File: config.mk
export PLATFORM = sky130hd
export DESIGN_NAME = ssc_top
export DESIGN_NICKNAME = d
export VERILOG_FILES = /design/src/rtl/ssc_pkg.sv /design/src/rtl/ssc_lfsr.sv /design/src/rtl/ssc_sign_lane.sv /design/src/rtl/ssc_top.sv
export SDC_FILE = /design/constraint.sdc
export NUM_CORES = 1
export LEC_CHECK = 0
export ABC_CLOCK_PERIOD_IN_PS = 2100
export BUFFER_PORTS_ARGS = -buffer_cell sky130_fd_sc_hd__buf_2
export CORE_ASPECT_RATIO = 1.5
export CORE_MARGIN = 2
export CORE_UTILIZATION = 34
export CTS_CLUSTER_SIZE = 30
export DETAILED_ROUTE_END_ITERATION = 7
export PLACE_DENSITY = 0.56
export REMOVE_ABC_BUFFERS = 1
export SLEW_MARGIN = 30
export SYNTH_ARGS = -nofsm -noshare
export SYNTH_HDL_FRONTEND = slang
export SYNTH_SLANG_ARGS = --single-unit
File: constraint.sdc
create_clock -name clk -period 2.1 [get_ports clk]
set_input_delay 0.105 -clock clk [delete_from_list [all_inputs] [get_ports clk]]
set_output_delay 0.105 -clock clk [all_outputs]
set_load 0.02 [all_outputs]
File: src/rtl/ssc_pkg.sv
package ssc_pkg;

    // Stream tracking states of the top-level controller
    typedef enum logic [0:0] {
        ST_IDLE   = 1'b0,
        ST_ACTIVE = 1'b1
    } ssc_phase_e;

endpackage

File: src/rtl/ssc_lfsr.sv
module ssc_lfsr #(
    parameter int            W          = 33,
    parameter int            MASTER_TAP = 13,
    parameter int            SLAVE_TAP  = 20,
    parameter logic [W-1:0]  SEED_RST   = '1
) (
    input  logic         clk,
    input  logic         rst_n,
    input  logic         master_i,
    input  logic         adv_i,
    input  logic         load_i,
    input  logic [W-1:0] seed_i,
    output logic [W-1:0] state_o
);

    localparam int MIDX = MASTER_TAP - 1;
    localparam int SIDX = SLAVE_TAP - 1;

    logic [W-1:0] state_q;
    logic         seed_ok;
    logic         fb;

    assign seed_ok = load_i && (seed_i != '0);
    assign fb      = state_q[W-1] ^ (master_i ? state_q[MIDX] : state_q[SIDX]);

    always_ff @(posedge clk) begin
        if (!rst_n) begin
            state_q <= SEED_RST;
        end else if (seed_ok) begin
            state_q <= seed_i;
        end else if (adv_i) begin
            state_q <= {state_q[W-2:0], fb};
        end
    end

    assign state_o = state_q;

endmodule

File: src/rtl/ssc_sign_lane.sv
module ssc_sign_lane #(
    parameter int SYM_W = 3
) (
    input  logic             clk,
    input  logic             rst_n,
    input  logic             en_i,
    input  logic             flip_i,
    input  logic [SYM_W-1:0] sym_i,
    output logic [SYM_W-1:0] sym_o
);

    logic [SYM_W-1:0] q;
    logic [SYM_W-1:0] neg;

    // two's-complement negation; zero maps to zero
    assign neg = ~sym_i + SYM_W'(1);

    always_ff @(posedge clk) begin
        if (!rst_n) begin
            q <= '0;
        end else if (en_i) begin
            q <= flip_i ? neg : sym_i;
        end
    end

    assign sym_o = q;

endmodule

File: src/rtl/ssc_top.sv
module ssc_top
    import ssc_pkg::*;
#(
    parameter int                   LANES      = 4,
    parameter int                   SYM_W      = 3,
    parameter int                   LFSR_W     = 33,
    parameter int                   MASTER_TAP = 13,
    parameter int                   SLAVE_TAP  = 20,
    parameter logic [LFSR_W-1:0]    RESET_SEED = 33'h1_0ACE_1357,
    parameter logic [LANES*8-1:0]   SIGN_TAPS  = 32'h0C_08_03_00
) (
    input  logic                    clk,
    input  logic                    rst_n,
    input  logic                    role_master,
    input  logic                    seed_load,
    input  logic [LFSR_W-1:0]       seed_val,
    input  logic                    sym_valid,
    input  logic [LANES*SYM_W-1:0]  sym_in,
    output logic [LANES*SYM_W-1:0]  sym_out,
    output logic                    out_valid,
    output logic [LANES-1:0]        scr_word
);

    logic [LFSR_W-1:0] lfsr_q;
    ssc_phase_e        st_q;
    ssc_phase_e        st_d;

    ssc_lfsr #(
        .W          (LFSR_W),
        .MASTER_TAP (MASTER_TAP),
        .SLAVE_TAP  (SLAVE_TAP),
        .SEED_RST   (RESET_SEED)
    ) u_lfsr (
        .clk      (clk),
        .rst_n    (rst_n),
        .master_i (role_master),
        .adv_i    (sym_valid),
        .load_i   (seed_load),
        .seed_i   (seed_val),
        .state_o  (lfsr_q)
    );

    for (genvar g = 0; g < LANES; g++) begin : g_lane
        localparam int TAP_G = int'(SIGN_TAPS[g*8 +: 8]);

        assign scr_word[g] = lfsr_q[TAP_G];

        ssc_sign_lane #(
            .SYM_W (SYM_W)
        ) u_lane (
            .clk    (clk),
            .rst_n  (rst_n),
            .en_i   (sym_valid),
            .flip_i (scr_word[g]),
            .sym_i  (sym_in[g*SYM_W +: SYM_W]),
            .sym_o  (sym_out[g*SYM_W +: SYM_W])
        );
    end

    // stream controller: state register
    always_ff @(posedge clk) begin
        if (!rst_n) begin
            st_q <= ST_IDLE;
        end else begin
            st_q <= st_d;
        end
    end

    // stream controller: next state
    always_comb begin
        st_d = st_q;
        unique case (st_q)
            ST_IDLE:   st_d = sym_valid ? ST_ACTIVE : ST_IDLE;
            ST_ACTIVE: st_d = sym_valid ? ST_ACTIVE : ST_IDLE;
            default:   st_d = ST_IDLE;
        endcase
    end

    // stream controller: outputs
    always_comb begin
        out_valid = (st_q == ST_ACTIVE);
    end

endmodule

Word-level counts from Yosys, hierarchy flattened
Cells that the tools add are included.
{ "totals": {"regBits": 46, "in_bits": 50, "wordCells": 26} }
{ "op_classes": {"addsub": 4, "muxes": 8, "bitwise": 5, "n_reduce_logical": 3} }
{ "ops": {"columns": ["operator", "count"], "rows": [
  ["33-bit two-way mux", 2],
  ["33-bit nonzero test", 1],
  ["3-bit by 1-bit adder with 3-bit output, second input constant", 4],
  ["3-bit two-way mux", 4],
  ["3-bit inverter", 4],
  ["1-bit two-way mux", 2],
  ["2-bit nonzero test", 1],
  ["1-bit logical AND", 1],
  ["1-bit bitwise XOR", 1]
]} }

Logic depth before layout (Yosys ltp)
Gate-level depths: netlist of run 1.
{ "depth": {"depth_word": 4, "depth_mapped": 6, "ltp_nobuf": 5} }

By module
Synthesis of run 1 repeated with hierarchy kept, for this count alone.
{ "unflattened": {"cells_unflattened": 260, "area_unflattened_um2": 2441.1} }
{ "by_module_without_submodules": {"columns": ["mod", "instances", "cells_each", "area_per_inst_um2", "seq_area_each_um2"], "rows": [
  ["ssc_lfsr", 1, 194, 1784.2, 660.6],
  ["ssc_sign_lane", 4, 16, 157.7, 60.1],
  ["ssc_top", 1, 2, 26.3, 20.0]
]} }

Least setup slack after synthesis of run 1
No wires, ideal clock.
{ "synth_timing": {"path_type": "input to register", "from": "input port seed_val[28]", "to": "register u_lfsr.state_q[12], in the netlist u_lfsr.state_o[12]", "setup_time_ns": 0.125, "arrival_ns": 1.140, "path_slack_ns": 0.835, "path_stages": 5, "n_path_buf": 2, "cell_sequence": "or3_1 o31a_1 buf_6 buf_12 mux2i_1"} }
{ "synth_via": {"elab_chain_cells": 3, "elab_cells_between_ends": 4, "cone_classes": "mux (1); reduce/logical (3)"} }
{ "synth_lines": {"columns": ["element", "line_no", "source"], "rows": [
  ["from (decl)", "ssc_top.sv:16", "input logic [LFSR_W-1:0] seed_val,"],
  ["33-bit nonzero test *", "ssc_lfsr.sv:23", "assign seed_ok = load_i && (seed_i != '0);"],
  ["1-bit logical AND *", "ssc_lfsr.sv:23", null],
  ["33-bit two-way mux or 2-bit nonzero test (tied branches)", null, null],
  ["to (signal assigned)", "ssc_lfsr.sv:30", "state_q <= seed_i;"],
  ["to (signal assigned)", "ssc_lfsr.sv:32", "state_q <= {state_q[W-2:0], fb};"],
  ["to (decl)", "ssc_lfsr.sv:19", "logic [W-1:0] state_q;"]
]} }
Mark *: on every way between the ends. The rest lies on a longest branch, timed or not.
A chain may end at the register's enable or synchronous reset.

Worst setup path in the final report of run 1
{ "layout_timing": {"from": "input port seed_val[4]", "to": "register u_lfsr.state_q[16], in the netlist u_lfsr.state_o[16]"} }
Same word-level chain as after synthesis.

==> reports/results.txt, run 1 <==
Synth warn - 0
Synth top area share - 0.378
CTS tree - yes
Clock latency on the worst-skew pair - 0.30 ns
Layout cells sized above 1 - 0.301
Post-CTS setup repair buffer count - 0
Initial Utilization - 0.353
Worst vdd rail ir drop - 277 µV
Vias after detailed routing - 1968
Lkg Pwr - 1.34 nW
Max Cap Viol - 0
Core area - 6900 µm²
DRT antenna net count - 0
Hpwl dp - 3820 µm
Fin nets - 372
Mapped Area - 2440 µm²
CP endpoint kind - flip-flop
Worst Skew - 0.00766 ns
Mean post-synth cell area - 9.23 µm²
Hold WC Path Type - in -> reg
Final Cell Area - 2880 µm²
Number of synthesized flops with an enable pin - 0
Worst setup path class - in -> reg
Drt first pass iters - 4
Post_cts resized - 0
# IOs - 67
Seq cells post-synth - 46
Worst hold slack - 0.0310 ns
Run status - finished, final reports clean
Final worst path period share - 0.765
Max frequency - 623 MHz
RSZ-0062 raised after global routing - false
Worst relative slew slack - 0.665
Most common library cells after synthesis - dfxtp_1, mux2i_1, nor2_1, nand2_1, a211oi_1
Worst-path clk slew - 0.09 ns
Setup violators final - 0
Dpl cell area - 2770 µm²
Top cells by area, synth - dfxtp_1, mux2i_1, a211oi_1
Area Growth Syn to Fin - 18.2%
H-tree depth - 2
Power per standard cell area - 710 nW/µm²
Met1 Use GR - 0.164
Setup tns final - 0 ns
Clock Sinks - 46
Num CTS Buffers - 5
Initial antenna violation count - 0
Detailed Route WL - 5330 µm
Post-Syn Instances - 264
Sequential share of the synthesized area - 0.378
# port buffers - 66
Grt peak-use layer - met2
Remaining DRCs - 0
Met2 global-route usage - 0.245
Area of the die - 7880 µm²
GP Congestion - 0.728
Vias in the first global route - 1881
Vias per cell - 4.96
Worst slew pin tran - 0.502 ns
Setup WS pre-CTS - 0.147 ns
Min Clock Period, post-route - 1.61 ns
Root buffer cell - clkbuf_8
Final hold violations - 0
Hold_buf cts - 0
Slew Limit Fails - 0
Iter 0 DRT Violations - 101
Antenna diode count - 0
CP arrival - 1.80 ns
Met3 Use GR - 0.0225
GRT Total Usage - 0.141
Post-synth cell types - 24
Final core occ - 0.418
Count leader, synth - dfxtp_1
Routed length per instance - 13.4 µm
CP Max Fanout - 15
Top FF cell, synth - dfxtp_1
Startpoint types - input port
Die height - 108 µm
Async set-reset flop share out of synthesis - 0
Largest net degree at the start of global routing - 48
Row count - 37
First-pass GRT wire length - 8650 µm
Area leader, netlist - dfxtp_1
Filler instances - 733
Chip width - 73.1 µm
Max Root-Sink Buffers - 2
Critical Path RT - 2.29 ns
Total congestion overflow - 0
PnR worst setup slack - 0.494 ns
[power by group]
group	internal (mW)	switching, mW
clock	0.354	0.321
combinational	0.189	0.198
sequential	0.944	0.0394
total	1.49	0.559
[layout make-up]
type / instances / area [µm²] / area share
multi-input cells: 184 / 1310 / 0.456
flip-flops and latches: 46 / 921 / 0.320
repair buffers: 72 / 400 / 0.139
well taps: 78 / 97.6 / 0.0339
clock buffers: 5 / 68.8 / 0.0239
clock inverters: 3 / 45.0 / 0.0156
inverters: 9 / 33.8 / 0.0117
[layout by cell type (no fill, tap or decap)]
master | Yosys | final
nor4_2 | 1 | 1
clkbuf_8 | 0 | 5
nor4_1 | 6 | 6
bufinv_16 | 0 | 1
ha_1 | 4 | 4
nand3_1 | 3 | 3
nor2b_1 | 20 | 20
buf_2 | 4 | 66
mux2i_1 | 42 | 42
mux2_2 | 14 | 14
o31ai_1 | 3 | 3
nand4_1 | 2 | 2
nand2_1 | 28 | 28
xnor2_1 | 5 | 5
buf_12 | 3 | 2
nor2_1 | 29 | 29
or3_1 | 1 | 1
clkinvlp_4 | 0 | 2
buf_4 | 4 | 4
o31a_2 | 0 | 1
and2_1 | 1 | 1
dfxtp_1 | 46 | 46
a211oi_1 | 24 | 24
inv_1 | 9 | 9
[flip-flops by register name (all words and copies together), names as in the netlist]
signal and flops:
u_lfsr.state_o 33, g_lane.u_lane.sym_o 12, out_valid 1
[metal layers]
metal	wire length, µm	vias to the layer above
met5	0	-
met4	114	0
met3	210	9
met2	2710	42
met1	2300	902
li1	-	1015
[per-stage QoR]
step / cells / power (mW)
floorplan: 239 / 1.23
global placement: 389 / 1.39
detailed placement: 389 / 1.40
CTS: 397 / 2.08
global route: 397 / 2.15
finish: 397 / 2.05
[worst max-delay path: stages]
cell     delay [ns]
buf_2          0.11
nor4_1         0.47
nand4_1        0.18
o31a_2         0.54
buf_4          0.26
mux2i_1        0.13
[final timing paths]
| path | start | end | slack, ns | cells after the start |
|---|---|---|---|---|
| min | seed_val[28] | u_lfsr.state_o[28] | 0.03 | 3 |
| max reg2reg | u_lfsr.state_o[12] | u_lfsr.state_o[0] | 0.98 | 4 |
| max | seed_val[4] | u_lfsr.state_o[16] | 0.49 | 6 |
| min reg2reg | g_lane[1].u_lane.sym_o[2] | g_lane[1].u_lane.sym_o[2] | 0.49 | 2 |
[kinds of logic after synthesis]
| logic type | share of synthesized area |
|---|---|
| AND/OR/NAND/NOR | 0.176 |
| flip-flops | 0.378 |
| AO/OA/AOI/OAI | 0.0868 |
| adder cells (fa/ha/maj) | 0.0205 |
| buffers and inverters | 0.0837 |
| XOR/XNOR | 0.0180 |
| multiplexers | 0.237 |
No activity file was read; power rests on OpenSTA's default activity.
==> run 2, diff against run 1 <==
ABC_CLOCK_PERIOD_IN_PS = 1500   (was 2100)
clock period = 1.5 ns   (was 2.1 ns; I/O delays follow)
==> run 2 against run 1 <==
Clock skew rose by 0.0011 ns. Worst setup slack got worse by 0.31 ns. Combinational power rose by 47%. Flip-flop and latch count did not move. Cell area rose by 3.2%. Clock power rose by 35%. Total power rose by 40%. Sequential power rose by 40%. Critical path type unchanged. Highest routed layer unchanged.
==> reports/results.txt, run 2 (synthesis results as in run 1) <==
Run status - finished, final reports clean (unchanged)
Root buffer cell - clkbuf_8 (unchanged)
Die height - 108 µm (unchanged)
Startpoint types - input port (unchanged)
H-tree depth - 2 (unchanged)
Met3 Use GR - 0.0309 (was 0.0225)
CP endpoint kind - flip-flop (unchanged)
Vias per cell - 4.89 (was 4.96)
Initial Utilization - 0.353 (unchanged)
Hold WC Path Type - in -> reg (unchanged)
Area occupied by multi-input gates - 1310 µm² (unchanged)
Worst Skew - 0.00878 ns (was 0.00766 ns)
Detailed Route WL - 5310 µm (was 5330 µm)
DRT antenna net count - 0 (unchanged)
Met1 Use GR - 0.162 (was 0.164)
Fin nets - 382 (was 372)
Commonest cells after routing, fill and taps aside - buf_2, dfxtp_1, mux2i_1 (unchanged)
Core area - 6900 µm² (unchanged)
Filler instances - 690 (was 733)
Num CTS Buffers - 5 (unchanged)
Met2 global-route usage - 0.236 (was 0.245)
CP arrival - 1.53 ns (was 1.80 ns)
Worst-path clk slew - 0.08 ns (was 0.09 ns)
Antenna diode count - 0 (unchanged)
Max Cap Viol - 0 (unchanged)
RSZ-0062 raised after global routing - false (unchanged)
Worst relative slew slack - 0.763 (was 0.665)
Post_cts resized - 0 (unchanged)
# port buffers - 66 (unchanged)
Post-CTS setup repair buffer count - 0 (unchanged)
Worst setup path endpoint - u_lfsr.state_o[30] (was u_lfsr.state_o[16])
PnR worst setup slack - 0.182 ns (was 0.494 ns)
Max frequency - 759 MHz
Iter 0 DRT Violations - 72 (was 101)
Final Power - 2.86 mW (was 2.05 mW)
Slew Limit Fails - 0 (unchanged)
Largest net degree at the start of global routing - 62 (was 48)
Setup WS pre-CTS - -0.155 ns (was 0.147 ns)
Drt first pass iters - 3 (was 4)
Chip width - 73.1 µm (unchanged)
Worst setup path class - in -> reg (unchanged)
Final worst path period share - 0.879
Commonest non-fill, non-tap cell in the layout - buf_2 (unchanged)
Setup violators final - 0 (unchanged)
Hold_buf cts - 0 (unchanged)
Worst slew pin tran - 0.352 ns (was 0.502 ns)
CP Max Fanout - 9 (was 15)
Vias in the first global route - 1920 (was 1881)
Dpl cell area - 2870 µm² (was 2770 µm²)
Area Growth Syn to Fin - 22.0% (was 18.2%)
Worst flop-to-flop path startpoint - u_lfsr.state_o[12] (unchanged)
Register area - 921 µm² (unchanged)
First-pass GRT wire length - 8610 µm (was 8650 µm)
CTS tree - yes (unchanged)
Vias after detailed routing - 1990 (was 1968)
Layout cells sized above 1 - 0.316 (was 0.301)
Power per standard cell area - 960 nW/µm² (was 710 nW/µm²)
Area of the die - 7880 µm² (unchanged)
Lkg Pwr - 1.40 nW (was 1.34 nW)
# IOs - 67 (unchanged)
Initial antenna violation count - 0 (unchanged)
Max Root-Sink Buffers - 2 (unchanged)
Final hold violations - 0 (unchanged)
Worst vdd rail ir drop - 370 µV (was 277 µV)
Final Cell Area - 2970 µm² (was 2880 µm²)
Critical Path RT - 1.72 ns (was 2.29 ns)
Grt peak-use layer - met2 (unchanged)
Flip-flop count of the largest register after layout - 33 (unchanged)
Clock Sinks - 46 (unchanged)
GP Congestion - 0.784 (was 0.728)
GRT Total Usage - 0.139 (was 0.141)
Total congestion overflow - 0 (unchanged)
Clock latency on the worst-skew pair - 0.30 ns (about the same)
Remaining DRCs - 0 (unchanged)
Routed length per instance - 13.0 µm (was 13.4 µm)
Hpwl dp - 3770 µm (was 3820 µm)
Reg2reg end - u_lfsr.state_o[0] (unchanged)
Row count - 37 (unchanged)
Worst Reg2Reg Path Length in Cells - 4 (unchanged)
CP Launch Point - seed_val[19] (was seed_val[4])
FF-to-FF setup slack - 0.33 ns (was 0.98 ns)
Min Clock Period, post-route - 1.32 ns
run 2: changes by cell type in the layout (fill, tap and decap cells not counted):
cell and change:
buf_12 +2, buf_4 +8, clkinvlp_4 -2, clkbuf_1 +2
run 2: area by class of cell:
type	count	area share
Clock buffer	7	0.0257
Inverter	9	0.0114
Tap cell	78	0.0328
Timing Repair Buffer	82	0.168
Clock inverter	1	0.0101
Multi-Input combinational cell	184	0.442
Sequential cell	46	0.310
run 2: per-stage QoR:
stage / util / instances / TNS (ns) / hold slack, ns
floorplan: - / 239 / -6.55 / 0.171
global placement: 0.416 / 399 / -2.52 / 0.326
detailed placement: 0.416 / 399 / -4.12 / 0.324
CTS: 0.431 / 407 / 0 / 0.00211
global route: 0.431 / 407 / 0 / 0.0176
finish: 0.431 / 407 / 0 / 0.0128
run 2: worst max-delay path, stage by stage:
cell     delay [ns]
buf_2          0.10
nor4_1         0.32
buf_4          0.17
nand4_1        0.10
o31a_2         0.40
buf_12         0.16
o31ai_1        0.20
run 2: layer usage:
| layer | share of wire | up-vias |
|---|---|---|
| met5 | 0 | - |
| met4 | 0.027 | 0 |
| met3 | 0.042 | 10 |
| met2 | 0.50 | 42 |
| met1 | 0.43 | 903 |
| li1 | - | 1035 |
run 2: worst min-delay path by stage:
stage / slack [ns] / to / start / cells after the start
final: 0.01 / u_lfsr.state_o[28] / seed_val[28] / 3
after global routing: 0.02 / u_lfsr.state_o[28] / seed_val[28] / 3
after CTS: 0.002 / u_lfsr.state_o[28] / seed_val[28] / 3
after detailed placement: 0.32 / u_lfsr.state_o[28] / seed_val[28] / 3
after global placement: 0.33 / u_lfsr.state_o[28] / seed_val[28] / 3
after floorplan: 0.17 / g_lane[0].u_lane.sym_o[1] / sym_valid / 1
run 2: report_power, final:
part / switching [mW] / total [mW] / internal (mW)
Clock: 0.412 / 0.911 / 0.499
Sequential: 0.0545 / 1.38 / 1.32
Combinational: 0.282 / 0.569 / 0.287
==> run 3, diff against run 2 <==
GPL_TIMING_DRIVEN = 0   (was unset)
==> run 3 against run 2 <==
Core utilization down 0.94 points. Register-to-register slack better by 0.05 ns. Via count down 1.9%. Worst setup slack worse by 0.081 ns. Flip-flop and latch count unchanged. Total power down 1.5%. Cell area down 2.2%. Clock power down 2.9%. Sequential share of layout area up 0.69 points. Non-clock buffer count down 10. Critical endpoint is now u_lfsr.state_o[15].
==> reports/results.txt, run 3 (synthesis results as in run 1) <==
Final Power - 2.81 mW (was 2.86 mW)
Worst-path clk slew - 0.09 ns (was 0.08 ns)
Row count - 37 (unchanged)
Initial antenna violation count - 0 (unchanged)
Crit-path slowest cell - nor4_1 (was o31a_2)
Max Root-Sink Buffers - 2 (unchanged)
Clock latency on the worst-skew pair - 0.29 ns (was 0.30 ns)
Fin nets - 372 (was 382)
Layout cells sized above 1 - 0.307 (was 0.316)
Chip width - 73.1 µm (unchanged)
Run status - finished, final reports clean (unchanged)
Remaining DRCs - 0 (unchanged)
Hold_buf cts - 0 (unchanged)
DRT antenna net count - 0 (unchanged)
Commonest non-fill, non-tap cell in the layout - buf_2 (unchanged)
Max frequency - 715 MHz (was 759 MHz)
CP Max Fanout - 8 (was 9)
CTS tree - yes (unchanged)
Routed length per instance - 13.5 µm (was 13.0 µm)
H-tree depth - 2 (unchanged)
Slew Limit Fails - 0 (unchanged)
Antenna diode count - 0 (unchanged)
Power per standard cell area - 967 nW/µm² (was 960 nW/µm²)
Num CTS Buffers - 5 (unchanged)
Worst setup path class - in -> reg (unchanged)
Die height - 108 µm (unchanged)
Final hold violations - 0 (unchanged)
Largest net degree at the start of global routing - 71 (was 62)
GRT Total Usage - 0.140 (was 0.139)
Vias in the first global route - 1845 (was 1920)
Worst Skew - 0.00254 ns (was 0.00878 ns)
RSZ-0062 raised after global routing - false (unchanged)
Filler instances - 735 (was 690)
Vias per cell - 4.92 (was 4.89)
Critical Path Max Stage Delay - 0.47 ns (was 0.40 ns)
PnR worst setup slack - 0.101 ns (was 0.182 ns)
Setup WS pre-CTS - -0.504 ns (was -0.155 ns)
Setup violators final - 0 (unchanged)
Hpwl dp - 3700 µm (was 3770 µm)
Buf/Inv on CP - 2 (was 3)
Core area - 6900 µm² (unchanged)
Dpl cell area - 2750 µm² (was 2870 µm²)
Flip-flop count of the largest register after layout - 33 (unchanged)
Final core occ - 0.422 (was 0.431)
Final worst path period share - 0.932 (was 0.879)
Initial Utilization - 0.353 (unchanged)
Worst relative slew slack - 0.504 (was 0.763)
CP endpoint kind - flip-flop (unchanged)
Commonest cells after routing, fill and taps aside - buf_2, dfxtp_1, mux2i_1 (unchanged)
Flop pwr share - 0.489 (was 0.482)
Clock Sinks - 46 (unchanged)
CP arrival - 1.58 ns (was 1.53 ns)
Worst path cell trace - buf_2 > nor4_1 > nand4_1 > o31a_4 > buf_4 > mux2i_1 (was buf_2 > nor4_1 > buf_4 > nand4_1 > o31a_2 > buf_12 > o31ai_1)
Worst slew pin tran - 0.744 ns (was 0.352 ns)
First-pass GRT wire length - 8570 µm (was 8610 µm)
Startpoint types - input port (unchanged)
Hold WC Path Type - in -> reg (unchanged)
Worst hold slack - 0.0163 ns (was 0.0128 ns)
GP Congestion - 0.749 (was 0.784)
Worst vdd rail ir drop - 418 µV (was 370 µV)
Area of the die - 7880 µm² (unchanged)
Min Clock Period, post-route - 1.40 ns (was 1.32 ns)
Vias after detailed routing - 1953 (was 1990)
Detailed Route WL - 5340 µm (was 5310 µm)
Final Cell Area - 2910 µm² (was 2970 µm²)
Clock Power Share - 0.314 (was 0.319)
Iter 0 DRT Violations - 78 (was 72)
Max Cap Viol - 0 (unchanged)
CP delay by family, top - simple AND/OR/NAND/NOR gates (was compound AO/OA/AOI/OAI gates)
Root buffer cell - clkbuf_8 (unchanged)
Power Internal - 2.06 mW (was 2.11 mW)
Lkg Pwr - 1.37 nW (was 1.40 nW)
Drt first pass iters - 4 (was 3)
# IOs - 67 (unchanged)
Sw Share - 0.268 (was 0.262)
# port buffers - 66 (unchanged)
Area Growth Syn to Fin - 19.3% (was 22.0%)
Total congestion overflow - 0 (unchanged)
Part of the power in combinational logic - 0.196 (was 0.199)
Critical Path RT - 1.69 ns (was 1.72 ns)
Sw Pwr - 0.754 mW (was 0.748 mW)
run 3: worst paths after layout:
kind	to	start	cells after the start	slack [ns]
max	u_lfsr.state_o[15]	seed_val[18]	6	0.10
min	u_lfsr.state_o[28]	seed_val[28]	3	0.02
max reg2reg	u_lfsr.state_o[0]	u_lfsr.state_o[12]	4	0.38
min reg2reg	g_lane[2].u_lane.sym_o[2]	g_lane[2].u_lane.sym_o[2]	2	0.48
run 3: per-layer routing:
layer / GRT usage / share of wire / routed length [µm] / vias to the layer above
met2: 0.239 / 0.51 / 2750 / 41
li1: - / - / - / 1013
met5: 0 / 0 / 0 / -
met1: 0.172 / 0.43 / 2320 / 893
met3: 0.0262 / 0.034 / 182 / 6
met4: 0.0516 / 0.017 / 91 / 0
run 3: layout make-up:
class / instances / area [µm²] / share of cell area
multi-input combinational: 184 / 1330 / 0.457
sequential: 46 / 921 / 0.317
tap: 78 / 97.6 / 0.0336
clock buffer: 8 / 110 / 0.0379
timing repair buffer: 72 / 418 / 0.144
inverter: 9 / 33.8 / 0.0116
run 3: power groups by stage:
stage               clock network, mW  registers [mW]  logic, mW
floorplan                           0            1.44      0.286
global placement                    0            1.40      0.526
detailed placement                  0            1.41      0.546
CTS                             0.929            1.38      0.551
global route                    0.968            1.39      0.615
finish                          0.885            1.38      0.551
run 3: worst reg2reg max path: stages, from the launching register on:
cell	delay, ns
dfxtp_1	0.44
mux2i_1	0.13
xnor2_1	0.14
a211oi_1	0.22
mux2i_1	0.09
run 3: what timing repair did:
| item | 4_1_cts | 5_1_grt |
|---|---|---|
| pin swaps | 0 | 1 |
| gates resized for setup | 2 | 0 |
| setup endpoints to repair | 21 | 18 |
| setup buffers | 0 | 4 |
| cloned | 0 | 0 |
run 3: metrics by stage:
stage / instances / setup TNS [ns]
after CTS: 393 / 0
after global placement: 383 / -33.76
after global routing: 397 / 0
final: 397 / 0
after detailed placement: 385 / -13.81
after floorplan: 239 / -6.55
